## src/rtl/mps_pkg.sv

```systemverilog
package mps_pkg;
   typedef enum logic [1:0] {
      ST_IDLE = 2'd0,
      ST_REQ  = 2'd1,
      ST_WAIT = 2'd2
   } seq_state_t;

   localparam int NUM_READS = 3;
   localparam int SLOT_W    = $clog2(NUM_READS);
   localparam int RES_W     = 3;
   localparam int RES_MOT   = 0;
   localparam int RES_FLT   = 1;
   localparam int RES_OVF   = 2;
endpackage

```

## src/rtl/mps_ctrl.sv

```systemverilog
module mps_ctrl
   import mps_pkg::*;
#(
   parameter int ADDR_W    = 7,
   parameter int BASE_ADDR = 2
) (
   input  logic              clk,
   input  logic              rst_n,
   input  logic              start_i,
   input  logic              ack_i,
   output logic              req_o,
   output logic [ADDR_W-1:0] addr_o,
   output logic [SLOT_W-1:0] slot_o,
   output logic              slot_we_o,
   output logic              commit_o,
   output logic              done_o
);
   localparam logic [SLOT_W-1:0] LAST_SLOT = SLOT_W'(NUM_READS - 1);

   seq_state_t        state_q;
   logic [SLOT_W-1:0] slot_q;
   logic              done_q;
   logic              last_ack;

   assign last_ack = (state_q == ST_WAIT) && ack_i && (slot_q == LAST_SLOT);

   always_ff @(posedge clk or negedge rst_n) begin
      if (!rst_n) begin
         state_q <= ST_IDLE;
         slot_q  <= '0;
         done_q  <= 1'b0;
      end else begin
         done_q <= 1'b0;
         unique case (state_q)
            ST_IDLE: begin
               if (start_i) begin
                  state_q <= ST_REQ;
                  slot_q  <= '0;
               end
            end
            ST_REQ: state_q <= ST_WAIT;
            ST_WAIT: begin
               if (ack_i) begin
                  if (slot_q == LAST_SLOT) begin
                     state_q <= ST_IDLE;
                     done_q  <= 1'b1;
                  end else begin
                     slot_q  <= slot_q + 1'b1;
                     state_q <= ST_REQ;
                  end
               end
            end
            default: state_q <= ST_IDLE;
         endcase
      end
   end

   assign req_o     = (state_q == ST_REQ);
   assign addr_o    = ADDR_W'(BASE_ADDR) + ADDR_W'(slot_q);
   assign slot_o    = slot_q;
   assign slot_we_o = (state_q == ST_WAIT) && ack_i;
   assign commit_o  = last_ack;
   assign done_o    = done_q;
endmodule

```

## src/rtl/mps_capture.sv

```systemverilog
module mps_capture
   import mps_pkg::*;
#(
   parameter int DW = 8
) (
   input  logic              clk,
   input  logic              rst_n,
   input  logic              we_i,
   input  logic [SLOT_W-1:0] slot_i,
   input  logic [DW-1:0]     data_i,
   input  logic              commit_i,
   output logic [DW-1:0]     word_o [NUM_READS]
);
   logic [DW-1:0] stage_q [NUM_READS-1];

   for (genvar g = 0; g < NUM_READS - 1; g++) begin : g_stage
      always_ff @(posedge clk or negedge rst_n) begin
         if (!rst_n)
            stage_q[g] <= '0;
         else if (we_i && (slot_i == SLOT_W'(g)))
            stage_q[g] <= data_i;
      end
   end

   for (genvar k = 0; k < NUM_READS; k++) begin : g_commit
      always_ff @(posedge clk or negedge rst_n) begin
         if (!rst_n)
            word_o[k] <= '0;
         else if (commit_i) begin
            if (k == NUM_READS - 1)
               word_o[k] <= data_i;
            else
               word_o[k] <= stage_q[k];
         end
      end
   end
endmodule

```

## src/rtl/mps_status_dec.sv

```systemverilog
module mps_status_dec
   import mps_pkg::*;
#(
   parameter int DW        = 8,
   parameter int MOT_BIT   = 7,
   parameter int FLT_BIT   = 1,
   parameter int OVX_BIT   = 3,
   parameter int OVY_BIT   = 4,
   parameter int HIRES_BIT = 0
) (
   input  logic [DW-1:0]    status_i,
   output logic [RES_W-1:0] result_o,
   output logic             hires_o
);
   always_comb begin
      result_o          = '0;
      result_o[RES_MOT] = status_i[MOT_BIT];
      result_o[RES_FLT] = status_i[FLT_BIT];
      result_o[RES_OVF] = status_i[OVX_BIT] | status_i[OVY_BIT];
   end

   assign hires_o = status_i[HIRES_BIT];
endmodule

```

## src/rtl/mps_poll_seq.sv

```systemverilog
module mps_poll_seq
   import mps_pkg::*;
#(
   parameter int ADDR_W    = 7,
   parameter int DW        = 8,
   parameter int BASE_ADDR = 2,
   parameter int MOT_BIT   = 7,
   parameter int FLT_BIT   = 1,
   parameter int OVX_BIT   = 3,
   parameter int OVY_BIT   = 4,
   parameter int HIRES_BIT = 0
) (
   input  logic              clk,
   input  logic              rst_n,
   input  logic              start_i,
   output logic              rd_req_o,
   output logic [ADDR_W-1:0] rd_addr_o,
   input  logic              rd_ack_i,
   input  logic [DW-1:0]     rd_data_i,
   output logic              done_o,
   output logic [RES_W-1:0]  result_o,
   output logic              hires_o,
   output logic [DW-1:0]     dx_o,
   output logic [DW-1:0]     dy_o
);
   if (BASE_ADDR + NUM_READS > (1 << ADDR_W)) begin : g_bad_addr
      $error("address window does not fit in ADDR_W bits");
   end
   if (DW < 5) begin : g_bad_dw
      $error("DW too narrow for status fields");
   end
   if (MOT_BIT >= DW || FLT_BIT >= DW || OVX_BIT >= DW ||
       OVY_BIT >= DW || HIRES_BIT >= DW) begin : g_bad_bit
      $error("status bit position outside DW");
   end
   if (MOT_BIT == FLT_BIT || OVX_BIT == OVY_BIT) begin : g_dup_bit
      $error("status bit positions overlap");
   end

   logic [SLOT_W-1:0] slot;
   logic              slot_we;
   logic              commit;
   logic [DW-1:0]     words [NUM_READS];

   mps_ctrl #(
      .ADDR_W   (ADDR_W),
      .BASE_ADDR(BASE_ADDR)
   ) u_ctrl (
      .clk      (clk),
      .rst_n    (rst_n),
      .start_i  (start_i),
      .ack_i    (rd_ack_i),
      .req_o    (rd_req_o),
      .addr_o   (rd_addr_o),
      .slot_o   (slot),
      .slot_we_o(slot_we),
      .commit_o (commit),
      .done_o   (done_o)
   );

   mps_capture #(
      .DW(DW)
   ) u_cap (
      .clk     (clk),
      .rst_n   (rst_n),
      .we_i    (slot_we),
      .slot_i  (slot),
      .data_i  (rd_data_i),
      .commit_i(commit),
      .word_o  (words)
   );

   mps_status_dec #(
      .DW       (DW),
      .MOT_BIT  (MOT_BIT),
      .FLT_BIT  (FLT_BIT),
      .OVX_BIT  (OVX_BIT),
      .OVY_BIT  (OVY_BIT),
      .HIRES_BIT(HIRES_BIT)
   ) u_dec (
      .status_i(words[0]),
      .result_o(result_o),
      .hires_o (hires_o)
   );

   assign dx_o = words[1];
   assign dy_o = words[2];
endmodule

```

## config.mk

```make
export PLATFORM = sky130hd
export DESIGN_NAME = mps_poll_seq
export DESIGN_NICKNAME = d
export VERILOG_FILES = /design/src/rtl/mps_pkg.sv /design/src/rtl/mps_ctrl.sv /design/src/rtl/mps_capture.sv /design/src/rtl/mps_status_dec.sv /design/src/rtl/mps_poll_seq.sv
export SDC_FILE = /design/constraint.sdc
export NUM_CORES = 1
export LEC_CHECK = 0
export CAP_MARGIN = 20
export CORE_AREA = 2 2 61 63
export CTS_BUF_LIST = sky130_fd_sc_hd__clkbuf_8
export CTS_CLUSTER_DIAMETER = 80
export DETAILED_ROUTE_END_ITERATION = 10
export DIE_AREA = 0 0 63 65
export MAX_ROUTING_LAYER = met4
export PLACE_DENSITY = 0.85
export SYNTH_ARGS = -nofsm -noshare
export SYNTH_HDL_FRONTEND = slang
export SYNTH_HIERARCHICAL = 1
export SYNTH_SLANG_ARGS = --single-unit
```

## constraint.sdc

```tcl
create_clock -name clk -period 4.8 [get_ports clk]
set_clock_uncertainty 0.1 [all_clocks]
set_input_delay 0.72 -clock clk [delete_from_list [all_inputs] [get_ports clk]]
set_output_delay 0.72 -clock clk [all_outputs]
set_load 0.05 [all_outputs]
```

==> results.sh <==
export IMPL_fin_tns_setup_ns=0
export IMPL_r2r_slack_ns=2.55
export IMPL_drive_gt1_share_pct=31.3
export IMPL_cp_data_arrival_time_ns=2.78
export IMPL_nets=160
export IMPL_finalSetupViolations=0
export IMPL_drtIter0Drc=18
export IMPL_place_gp_congestion=0.659
export IMPL_cts_root_buf="clkbuf_8"
export IMPL_slew_limit_headroom_pct=35.4
export IMPL_finalCriticalPeriod_ns=2.71
export IMPL_start_util_pct=46.9
export IMPL_finalHoldViolCount=0
export IMPL_layout_commonest_cell="dfrtp_1"
export IMPL_worstRegToRegCells=4
export IMPL_area_growth_pct=27.1
export IMPL_worstSetupEndpointType="flip-flop"
export IMPL_max_cap_violations=0
export IMPL_hold_end="u_cap/word_o[10]"
export IMPL_avgViaCountPerCell=4.83
export IMPL_min_path_type="reg -> reg"
export IMPL_cts_setup_buffers=0
export IMPL_r2r_start="u_ctrl/state_q[1]"
export IMPL_crit_required_ns=4.87
export IMPL_worstReg2RegEnd="u_cap/word_o[12]"
export IMPL_crit_type="in -> reg"
export IMPL_drv_slew=0
export IMPL_h_tree_depth=2
export IMPL_io_buffers=36
export IMPL_std_cell_rows=22
export IMPL_drc_errors=0
export IMPL_post_cts_resized=0
export IMPL_antenna_found_initial=0
export IMPL_n_antenna_cell=0
export IMPL_setup_worst_path_start="rd_ack_i"
export IMPL_cts_hold_buf=0
export IMPL_cts_buffers=5
export IMPL_hold_start="u_cap/word_o[10]"
export IMPL_layout_common_cells="39 x dfrtp_1, 35 x clkdlybuf4s50_1, 34 x mux2_2"
export IMPL_cts_tree="built"
export IMPL_route_vias_total=941
export IMPL_synthesis_area_sq_um=1640
export IMPL_cts_sinks=39
export IMPL_critPathLaunchType="input port"
export IMPL_worstHoldPathCells=1
export IMPL_postRouteAntennaNets=0
export IMPL_boundaryPins=41
export IMPL_die_area_sq_um=4100
export IMPL_clk_path_buf_depth=2
export IMPL_grt_max_degree=40
export IMPL_status="completed"
export IMPL_wl_mm=2.66
export IMPL_drt_pass1_iter_count=2
export IMPL_synth_cells=112
export IMPL_clock_fmax_mhz=369
export IMPL_fp_coreArea_sq_um=3500
export IMPL_grt_pass1_vias=963
export IMPL_clock_latency_ns=0.28
export IMPL_worst_pin_slew_ns=0.970
export IMPL_syn_area_per_cell_sq_um=14.6
export IMPL_worstPathMaxFanout=21
export IMPL_grt_overflow_total=0
export IMPL_clk_pin_slew_worst_paths_ns=0.07
export IMPL_die_height_um=65
export IMPL_routedWlPerCell_um=13.6
export IMPL_die_width_um=63
export IMPL_finalCritPeriodShare_pct=56.4
export IMPL_rsz0062_at_grt="no"
export IMPL_grt_usage_pct=15.1
export IMPL_yosys_warnings=6
export IMPL_hpwl_mm=1.92
export IMPL_grt_pass1_wl_mm=4.56
==> worst max-delay path by stage <==
stage	to	slack [ns]
final	u_cap/word_o[12]	2.09
after global routing	u_cap/word_o[2]	1.98
after global placement	u_cap/word_o[7]	1.87
after floorplan	u_cap/word_o[4]	2.80
after detailed placement	u_cap/word_o[12]	1.80
after CTS	u_cap/word_o[12]	2.08
==> layer usage <==
layer | vias up | GRT usage [%] | share of wire (%)
li1 | 434 | - | -
met1 | 471 | 17.5 | 42
met2 | 29 | 24.9 | 52
met3 | 7 | 5.73 | 5.1
met4 | 0 | 4.17 | 1.2
met5 | - | - | 0
==> critical path, cell delays in order <==
cell	delay, ns
clkdlybuf4s50_1	0.52
nor3b_2	0.29
and2_1	0.81
mux2_2	0.42
==> flip-flops by register name, summed over array words and instances (netlist names) <==
name	count
u_ctrl/state_q	2
u_ctrl/slot_o	2
u_cap/stage_q	13
u_cap/word_o	21
u_ctrl/done_o	1
==> layout make-up <==
class	instances	area, sq um
clock buffers	7	96.3
clock inverters	1	3.75
fillers	284	1410
inverters	3	11.3
multi-input cells	61	582
flip-flops and latches	39	976
well taps	48	60.1
repair buffers	36	355
==> per-stage QoR <==
step / cell area [sq um] / setup slack (ns) / util [%] / cells / hold slack [ns]
2_1_floorplan: 1650 / 2.80 / - / 115 / 0.324
3_3_place_gp: 1980 / 1.87 / 56.8 / 187 / 0.380
3_5_place_dp: 1980 / 1.80 / 56.8 / 187 / 0.393
4_1_cts: 2080 / 2.08 / 59.6 / 195 / 0.408
5_1_grt: 2080 / 1.98 / 59.6 / 195 / 0.422
6_report: 2080 / 2.09 / 59.6 / 195 / 0.404
Power is left out: the tool's default activity adds up to more than one toggle a clock period on the data nets, which glitch-free logic cannot reach.
